$ cat src/rtl/ucb_pkg.sv
package ucb_pkg;
  localparam int OP_W   = 8;
  localparam int ADDR_W = 32;

  function automatic logic [ADDR_W-1:0] form_addr(input logic [ADDR_W-1:0] a, input logic four_b);
    return four_b ? a : {8'h00, a[23:0]};
  endfunction
endpackage

$ cat src/rtl/ucb_fifo.sv
module ucb_fifo #(
  parameter int W     = 8,
  parameter int DEPTH = 8
) (
  input  logic                 clk,
  input  logic                 rst_n,
  input  logic                 push,
  input  logic [W-1:0]         din,
  input  logic                 pop,
  output logic [W-1:0]         dout,
  output logic [$clog2(DEPTH+1)-1:0] count,
  output logic                 unavail,
  output logic                 ovf
);
  localparam int PW = $clog2(DEPTH);
  localparam int CW = $clog2(DEPTH+1);

  logic [W-1:0]  mem [DEPTH];
  logic [PW-1:0] wp, rp;
  logic          full, empty, do_push, do_pop;

  assign full    = (count == CW'(DEPTH));
  assign empty   = (count == '0);
  assign do_push = push && !full;
  assign do_pop  = pop && !empty;
  assign unavail = pop && empty;
  assign dout    = mem[rp];

  always_ff @(posedge clk) begin
    if (do_push) mem[wp] <= din;
  end

  always_ff @(posedge clk or negedge rst_n) begin
    if (!rst_n) begin
      wp    <= '0;
      rp    <= '0;
      count <= '0;
      ovf   <= 1'b0;
    end else begin
      if (do_push) wp <= (wp == PW'(DEPTH-1)) ? '0 : wp + 1'b1;
      if (do_pop)  rp <= (rp == PW'(DEPTH-1)) ? '0 : rp + 1'b1;
      count <= count + CW'(do_push) - CW'(do_pop);
      if (push && full) ovf <= 1'b1;
    end
  end

  p_count_bound_r9: assert property (@(posedge clk) disable iff (!rst_n) count <= CW'(DEPTH));
  p_ovf_sticky_r9: assert property (@(posedge clk) disable iff (!rst_n) ovf |=> ovf);
  p_full_drop_r9: assert property (@(posedge clk) disable iff (!rst_n)
    (push && !pop && full) |=> (count == CW'(DEPTH)) && ovf);
  p_pop_empty_r8: assert property (@(posedge clk) disable iff (!rst_n)
    (pop && empty && !push) |=> (count == '0));
  p_push_pop_r10: assert property (@(posedge clk) disable iff (!rst_n)
    (push && pop && !full && !empty) |=> $stable(count));
endmodule

$ cat src/rtl/ucb_payload_ring.sv
module ucb_payload_ring #(
  parameter int BYTES = 256
) (
  input  logic                        clk,
  input  logic                        rst_n,
  input  logic                        clear,
  input  logic                        wr,
  input  logic [7:0]                  wdata,
  input  logic [$clog2(BYTES)-1:0]    rd_idx,
  output logic [7:0]                  rd_data,
  output logic [$clog2(BYTES+1)-1:0]  occ,
  output logic [$clog2(BYTES)-1:0]    start
);
  localparam int AW = $clog2(BYTES);
  localparam int OW = $clog2(BYTES+1);

  logic [7:0]    mem [BYTES];
  logic [AW-1:0] wptr;
  logic          sat;

  assign sat     = (occ == OW'(BYTES));
  assign start   = sat ? wptr : '0;
  assign rd_data = mem[rd_idx];

  always_ff @(posedge clk) begin
    if (wr && !clear) mem[wptr] <= wdata;
  end

  always_ff @(posedge clk or negedge rst_n) begin
    if (!rst_n) begin
      wptr <= '0;
      occ  <= '0;
    end else if (clear) begin
      wptr <= '0;
      occ  <= '0;
    end else if (wr) begin
      wptr <= (wptr == AW'(BYTES-1)) ? '0 : wptr + 1'b1;
      if (!sat) occ <= occ + 1'b1;
    end
  end

  p_occ_sat_r6: assert property (@(posedge clk) disable iff (!rst_n) occ <= OW'(BYTES));
  p_clear_r7: assert property (@(posedge clk) disable iff (!rst_n) clear |=> (occ == '0) && (start == '0));
  p_occ_grow_r5: assert property (@(posedge clk) disable iff (!rst_n)
    (wr && !clear && !sat) |=> (occ == $past(occ) + 1'b1));
  p_sat_hold_r6: assert property (@(posedge clk) disable iff (!rst_n)
    (wr && !clear && sat) |=> (occ == OW'(BYTES)));
endmodule

$ cat src/rtl/upload_capture.sv
module upload_capture #(
  parameter int QDEPTH    = 8,
  parameter int PAY_BYTES = 256
) (
  input  logic                              clk,
  input  logic                              rst_n,
  input  logic                              cmd_valid,
  input  logic                              cmd_upload,
  input  logic [7:0]                        cmd_opcode,
  input  logic                              addr_valid,
  input  logic [31:0]                       addr_in,
  input  logic                              addr_4b,
  input  logic                              pay_valid,
  input  logic [7:0]                        pay_byte,
  input  logic                              cmd_pop,
  output logic [7:0]                        cmd_head,
  output logic [$clog2(QDEPTH+1)-1:0]       cmd_count,
  output logic                              cmd_unavail,
  output logic                              cmd_ovf,
  input  logic                              addr_pop,
  output logic [31:0]                       addr_head,
  output logic [$clog2(QDEPTH+1)-1:0]       addr_count,
  output logic                              addr_unavail,
  output logic                              addr_ovf,
  input  logic [$clog2(PAY_BYTES)-1:0]      pay_rd_idx,
  output logic [7:0]                        pay_rd_data,
  output logic [$clog2(PAY_BYTES+1)-1:0]    pay_occ,
  output logic [$clog2(PAY_BYTES)-1:0]      pay_start
);
  import ucb_pkg::*;

  logic active;
  logic op_push, ad_push, pb_wr, pb_clear;

  always_ff @(posedge clk or negedge rst_n) begin
    if (!rst_n)         active <= 1'b0;
    else if (cmd_valid) active <= cmd_upload;
  end

  assign op_push  = cmd_valid && cmd_upload;
  assign pb_clear = op_push;
  assign ad_push  = active && !cmd_valid && addr_valid;
  assign pb_wr    = active && !cmd_valid && pay_valid;

  ucb_fifo #(.W(OP_W), .DEPTH(QDEPTH)) u_cmdq (
    .clk(clk), .rst_n(rst_n), .push(op_push), .din(cmd_opcode), .pop(cmd_pop),
    .dout(cmd_head), .count(cmd_count), .unavail(cmd_unavail), .ovf(cmd_ovf));

  ucb_fifo #(.W(ADDR_W), .DEPTH(QDEPTH)) u_addrq (
    .clk(clk), .rst_n(rst_n), .push(ad_push), .din(form_addr(addr_in, addr_4b)), .pop(addr_pop),
    .dout(addr_head), .count(addr_count), .unavail(addr_unavail), .ovf(addr_ovf));

  ucb_payload_ring #(.BYTES(PAY_BYTES)) u_ring (
    .clk(clk), .rst_n(rst_n), .clear(pb_clear), .wr(pb_wr), .wdata(pay_byte),
    .rd_idx(pay_rd_idx), .rd_data(pay_rd_data), .occ(pay_occ), .start(pay_start));

  p_skip_cmd_r2: assert property (@(posedge clk) disable iff (!rst_n)
    (cmd_valid && !cmd_upload && !cmd_pop) |=> $stable(cmd_count));
  p_skip_pay_r2: assert property (@(posedge clk) disable iff (!rst_n)
    (!active && !cmd_valid) |=> $stable(pay_occ));
endmodule

$ cat config.mk
export PLATFORM = sky130hd
export DESIGN_NAME = upload_capture
export DESIGN_NICKNAME = d
export VERILOG_FILES = /design/src/rtl/ucb_pkg.sv /design/src/rtl/ucb_fifo.sv /design/src/rtl/ucb_payload_ring.sv /design/src/rtl/upload_capture.sv
export SDC_FILE = /design/constraint.sdc
export NUM_CORES = 2
export LEC_CHECK = 0
export BUFFER_PORTS_ARGS = -buffer_cell sky130_fd_sc_hd__buf_2
export CAP_MARGIN = 10
export CORE_MARGIN = 8
export CORE_UTILIZATION = 45
export DETAILED_ROUTE_END_ITERATION = 8
export SYNTH_ARGS = -nofsm -noshare
export SYNTH_HDL_FRONTEND = slang
export SYNTH_SLANG_ARGS = --single-unit
export TNS_END_PERCENT = 100
$ cat constraint.sdc
create_clock -name clk -period 4.1 [get_ports clk]
set_input_delay 0.205 -clock clk [delete_from_list [all_inputs] [get_ports clk]]
set_output_delay 0.205 -clock clk [all_outputs]
set_load 0.05 [all_outputs]
-- Word-level counts from Yosys, hierarchy flattened
Memory sizes are Yosys's and may differ from the RTL's.
Index checks and enable logic that the tools add are counted.
- logic and storage cells: 74
- register bits: 40
- memory bits (writable): 2368
- memories: 3
- input port bits: 65
- output and inout bits: 77
- memory list (name ; words ; bits a word ; rd ports ; clocked after Yosys merged registers in ; wr ports ; RTL line ; RTL):
    u_ring.mem ; 256 ; 8 ; 1 ; 0 ; 1 ; ucb_payload_ring.sv:17 ; logic [7:0] mem [BYTES];
    u_addrq.mem ; 8 ; 32 ; 1 ; 0 ; 1 ; ucb_fifo.sv:18 ; logic [W-1:0] mem [DEPTH];
    u_cmdq.mem ; 8 ; 8 ; 1 ; 0 ; 1 ; ucb_fifo.sv:18 ;
- reductions and logical operators: 23
- add/sub/neg operators: 10
- equality and inequality tests: 9
- mux-type cells: 18
- operators by type and width (cell ; count):
    32-bit two-way mux ; 1
    8-bit two-way mux ; 4
    9-bit two-way mux ; 3
    1-bit logical AND ; 13
    3-bit by 1-bit adder with 3-bit output, second input constant ; 4
    3-bit equality test, second input constant ; 4
    3-bit two-way mux ; 4
    9-bit by 1-bit adder with 9-bit output, second input constant ; 1
    9-bit equality test, second input constant ; 1
    4-bit by 1-bit adder with 4-bit output ; 2
    8-bit by 1-bit adder with 8-bit output, second input constant ; 1
    4-bit equality test, second input constant ; 2
    8-bit equality test, second input constant ; 1
    4-bit logical NOT ; 2
    4-bit by 1-bit subtractor with 4-bit output ; 2
    1-bit logical NOT ; 6
    1-bit two-way mux ; 6
    2-bit inequality test, second input constant ; 1
    2-bit AND reduction ; 1
    2-bit nonzero test ; 1

-- Depth between registers and ports, before layout
- depth in word-level cells: 6
- gate-level depth with buffers: 11
- depth with buffers taken out: 11

-- Hierarchy
Synthesis repeated with hierarchy kept, for this count alone.
- cell total of the unflattened synthesis: 4534
- area, all modules: 94627.0 um^2
- modules (own cells, without submodules) (module ; instances ; seq. area each (um^2) ; area an instance (um^2) ; cells each):
    ucb_payload_ring ; 1 ; 61924.4 ; 81111.5 ; 3939
    ucb_fifo at u_addrq ; 1 ; 7962.6 ; 10271.1 ; 431
    ucb_fifo at u_cmdq ; 1 ; 2197.1 ; 3126.7 ; 151
    upload_capture ; 1 ; 25.0 ; 117.6 ; 13

-- Worst setup path before layout
OpenSTA, ideal clock, no wires.
- kind: register to register
- start point: register u_addrq.count[2]
- end point: memory u_addrq.mem[0][0] (netlist name), enable pin
- cell stages (with the launch flop): 6
- period minus slack after synthesis: 4.168 ns
- data arrival time: 3.707 ns
- buffers on the path: 0
- path slack: -0.068 ns
- setup time: 0.461 ns
- required time: 3.639 ns
- path through: dfrtp_1 > inv_1 > ha_1 > a21oi_1 > nand2b_1 > nor3_1
- word-level cells in the longest chain between the ends: 5
- RTL lines (item ; RTL line ; RTL):
    from (decl) ; ucb_fifo.sv:11 ; output logic [$clog2(DEPTH+1)-1:0] count,
    from (signal assigned) ; ucb_fifo.sv:42 ; count <= count + CW'(do_push) - CW'(do_pop);
    4-bit equality test ; ucb_fifo.sv:22 ; assign full = (count == CW'(DEPTH));
    1-bit logical NOT ; ucb_fifo.sv:24 ; assign do_push = push && !full;
    1-bit logical AND ; ucb_fifo.sv:24 ;
    named net u_addrq.do_push ; ucb_fifo.sv:20 ; logic full, empty, do_push, do_pop;
    1-bit two-way mux ; ucb_fifo.sv:30 ; if (do_push) mem[wp] <= din;
    1-bit two-way mux (implied by the code) ; ucb_fifo.sv:30 ;
    to (decl) ; ucb_fifo.sv:18 ;
The timed path passes the listed nets, and every way through them passes these cells.

-- Worst setup path after layout
- start point: memory u_ring.mem[832][5], in the netlist u_ring.mem[208][5]
- end point: output pay_rd_data[5]
- word-level cells in the longest chain between the ends: 1
- RTL lines (item ; RTL line ; RTL):
    from (decl) ; ucb_payload_ring.sv:17 ;
    memory read 256 x 8 bit ; -- ;
    to (decl) ; upload_capture.sv:26 ; output logic [7:0] pay_rd_data,
Every way passes these cells.

==> impl_metrics.tcl <==
set metrics [dict create \
    mostFrequentLayoutCells "edfxtp_1, mux4_2, buf_4, nor2_1, clkbuf_16" \
    yosys-top-cells-area "edfxtp_1, mux4_2, mux2i_1" \
    r2r-end "u_ring.mem[135][1]" \
    rsz0062_at_grt "no" \
    synth_top_cell_by_area "edfxtp_1" \
    synth_top_family_by_area "multiplexers" \
    cts.sinks 2408 \
    num_rows 167 \
    coreArea_mm2 0.207 \
    cp_slowest_cell "nor4_1" \
    ant_nets 0 \
    fillCellCount 16119 \
    rrSetupSlack_ns 0.41 \
    dp_hpwl_mm 144 \
    insertion_delay_ns 0.85 \
    r2r-start "active" \
    synthCells 4513 \
    path_clk_slew_ns 0.06 \
    worstSetupPathType "register to output port" \
    startpoint_type "register" \
    clkPwrFrac_pct 38.6 \
    die_w_um 472 \
    clockRootBuffer "clkbuf_16" \
    slew_headroom_pct 23.2 \
    yosysSeqAreaShare_pct 77.0 \
    p_per_area_mw_per_mm2 508 \
    routed.top_layer "met5" \
    synth_nets 4606 \
    peakVddDrop_uv 484 \
    grt-ovfl-total 0 \
    leakagePower_uw 0.0348 \
    synthMuxAreaShare_pct 14.4 \
    crit_chain "mux4_2 -> a22oi_1 -> a21oi_1 -> buf_4 -> nor4_1 -> nor4_2 -> buf_12" \
    met3_length_mm 15.2 \
    fin_crit_ns 4.00 \
    drtIter0Drc 4901 \
    area_growth_pct 15.8 \
    cts_tree "yes" \
    skew_ns 0.0513 \
    rr_worst_depth 6 \
    synth-simple-area-share_pct 2.71 \
    grt_pass1_wl_mm 339 \
    grt_max_degree 132 \
    yosysWarnings 0 \
    clockBufferDepth 3 \
    swShare_pct 24.4 \
    hold_viol 0 \
    final_common_cell "edfxtp_1" \
    hp-class "input port to register" \
    wl_per_cell_um 28.8 \
    firstDrtPassIters 7 \
    antenna_found_initial 6 \
    initial_core_util_pct 45.2 \
    routed_wl_mm 233 \
    met2_wirelength_mm 112 \
    die-area_mm2 0.223 \
    pin_count 142 \
    combPwrFrac_pct 11.1 \
    p_total_uw 55100 \
    grt_usage_pct 20.5 \
    finalSetupTns_ns 0 \
    drv_cap 0 \
    numPortBuffers 141 \
    cts_made_buffers 234 \
    status "finished, final reports clean" \
    vias 47072 \
    htreeDepth 4 \
    max_slew.worst_pin.slew_ns 1.15 \
    avgSynthCellArea_um2 20.8 \
    p_int_uw 41700 \
    yosysUniqueCellTypes 60 \
    grt_pass1_vias 48251 \
    cp_data_required_time_ns 3.89 \
    seq_power_share_pct 50.3 \
    wl_met1_mm 97.7 \
    post_cts_buffers 0 \
    max_freq_mhz 250 \
    layout.nets 5168 \
    min_to "u_ring.mem[250][6]" \
    die_y_um 472 \
    async_reset_ff_share_pct 1.66 \
    ys_ff_latch 2408 \
    synth_compound_area_share_pct 3.60 \
    synth-xor-area-share_pct 0.112 \
    drive_gt1_share_pct 27.8 \
    hp-start "pay_byte[6]" \
    fin_crit_sh_pct 97.6 \
    synthAdderAreaFrac_pct 0.390 \
    yosys_most_used_dff "edfxtp_1" \
    cp-end-kind "output port" \
    synth_edf_count 2368 \
    setup_violations 0 \
    critPathMaxStageDelay_ns 0.94 \
    routed_via_density 5.84 \
    worstHoldPathCells 1 \
    remaining_drc_errors 0 \
    arrival_ns 3.80 \
    p_sw_uw 13400 \
    critical_path.max_fanout 1 \
    yosysTopAreaCellShare_pct 75.9 \
    timing.final.max_slew_violations 0 \
    syn_area_mm2 0.0937 \
    place.gp.congestion 0.878 \
]
==> sequential cells by signal, indices dropped and copies added (netlist names) <==
name,flops
u_cmdq.mem,64
u_cmdq.ovf,1
u_ring.mem,2048
u_addrq.rp,3
u_addrq.ovf,1
u_cmdq.rp,3
u_addrq.count,4
active,1
u_ring.wptr,8
u_addrq.wp,3
u_addrq.mem,256
u_cmdq.wp,3
u_ring.occ,9
u_cmdq.count,4
==> metal layers <==
metal  vias to the layer above  global-route usage (%)
met3                       345                    3.41
met2                      1758                    32.9
met4                         2                    6.51
met5                         -                       0
li1                      19889                       -
met1                     25078                    28.9
==> worst max path at each step <==
stage                        from           endpoint  slack (ns)  cells past startpoint
6_report       u_ring.mem[208][5]     pay_rd_data[5]         0.1                      7
5_1_grt        u_ring.mem[208][5]     pay_rd_data[5]        0.05                      7
4_1_cts        u_ring.mem[208][5]     pay_rd_data[5]        0.08                      7
3_5_place_dp        pay_rd_idx[0]     pay_rd_data[3]       -0.06                     10
3_3_place_gp        pay_rd_idx[0]     pay_rd_data[3]       -0.15                      9
2_1_floorplan    u_addrq.count[2]  u_addrq.mem[2][0]        0.79                      5
==> area by class of cell <==
| type | instances | area, um2 | share of cell area, % |
|---|---|---|---|
| flip-flops and latches | 2408 | 72100 | 66.5 |
| multi-input cells | 1817 | 20100 | 18.6 |
| clock buffers | 300 | 6190 | 5.71 |
| repair buffers | 589 | 5040 | 4.65 |
| well taps | 2788 | 3490 | 3.21 |
| clock inverters | 138 | 1440 | 1.33 |
| inverters | 25 | 93.8 | 0.0865 |
| diodes | 2 | 5.00 | 0.00461 |
==> power by group through the flow <==
| stage | combinational, uW | clock, uW | sequential, uW |
|---|---|---|---|
| after global placement | 6060 | 0 | 28300 |
| after floorplan | 4170 | 0 | 28100 |
| after CTS | 6200 | 21700 | 27800 |
| final | 6100 | 21300 | 27800 |
| after global routing | 6470 | 22600 | 27800 |
| after detailed placement | 6130 | 0 | 28300 |
==> stage by stage <==
step | utilization [%] | worst slack (ns) | hold slack (ns) | area (um2) | cells
after global routing | 52.4 | 0.0526 | 0.0589 | 109000 | 8066
final | 52.4 | 0.0974 | 0.0181 | 109000 | 8067
after floorplan | - | 0.785 | -0.0906 | 93700 | 4513
after global placement | 48.4 | -0.153 | 0.371 | 100000 | 7569
after CTS | 52.4 | 0.0765 | 0.0396 | 108000 | 8065
after detailed placement | 48.4 | -0.0554 | 0.372 | 100000 | 7569
==> cell families after synthesis <==
family / count (synthesis)
multiplexers: 717
flip-flops: 2408
buffers and inverters: 288
XOR/XNOR: 12
adder cells (fa/ha/maj): 28
AO/OA/AOI/OAI: 499
AND/OR/NAND/NOR: 561
==> what timing repair did <==
item | 4_1_cts | 5_1_grt
setup endpoints to repair | 1 | 1
gates cloned | 0 | 0
hold buffers | 58 | 0
resized for setup | 2 | 1
hold endpoints to repair | 714 | 0
==> cells in the mapped netlist, types with 5 or more instances <==
cell      count
a22oi_1     164
nor2_1      310
a21o_1       11
o22ai_1      38
clkbuf_1    117
mux2_2       44
mux2i_1     170
a211oi_1     26
o22a_1        5
edfxtp_1   2368
o22ai_2       5
a21boi_0      9
a221oi_1      7
buf_12        7
buf_1        14
dfrtp_1      40
o211ai_1      5
buf_2        67
or2_2        11
o221ai_1     22
o31ai_1       5
nor3_1       31
buf_6        26
nor3b_1       7
inv_1        25
buf_4        23
and2_1       22
and3_1        7
o21ai_0      56
nand2b_1     17
nor2b_1      16
nor4_1       31
nand2_1      60
nand3_1      30
a21oi_1     112
buf_8         9
ha_1         26
a311oi_1      5
a22o_1       16
xor2_1       11
mux4_2      500
==> critical path, delay by kind of cell (launching register included) <==
family | cells | cell delay, ns
buffers and inverters | 2 | 0.41
and+or+nand+nor | 2 | 1.22
DFF | 1 | 0.39
muxes | 1 | 0.48
AOI/OAI and AO/OA | 2 | 0.44
Note: power is estimated with default switching activity, not from simulation.
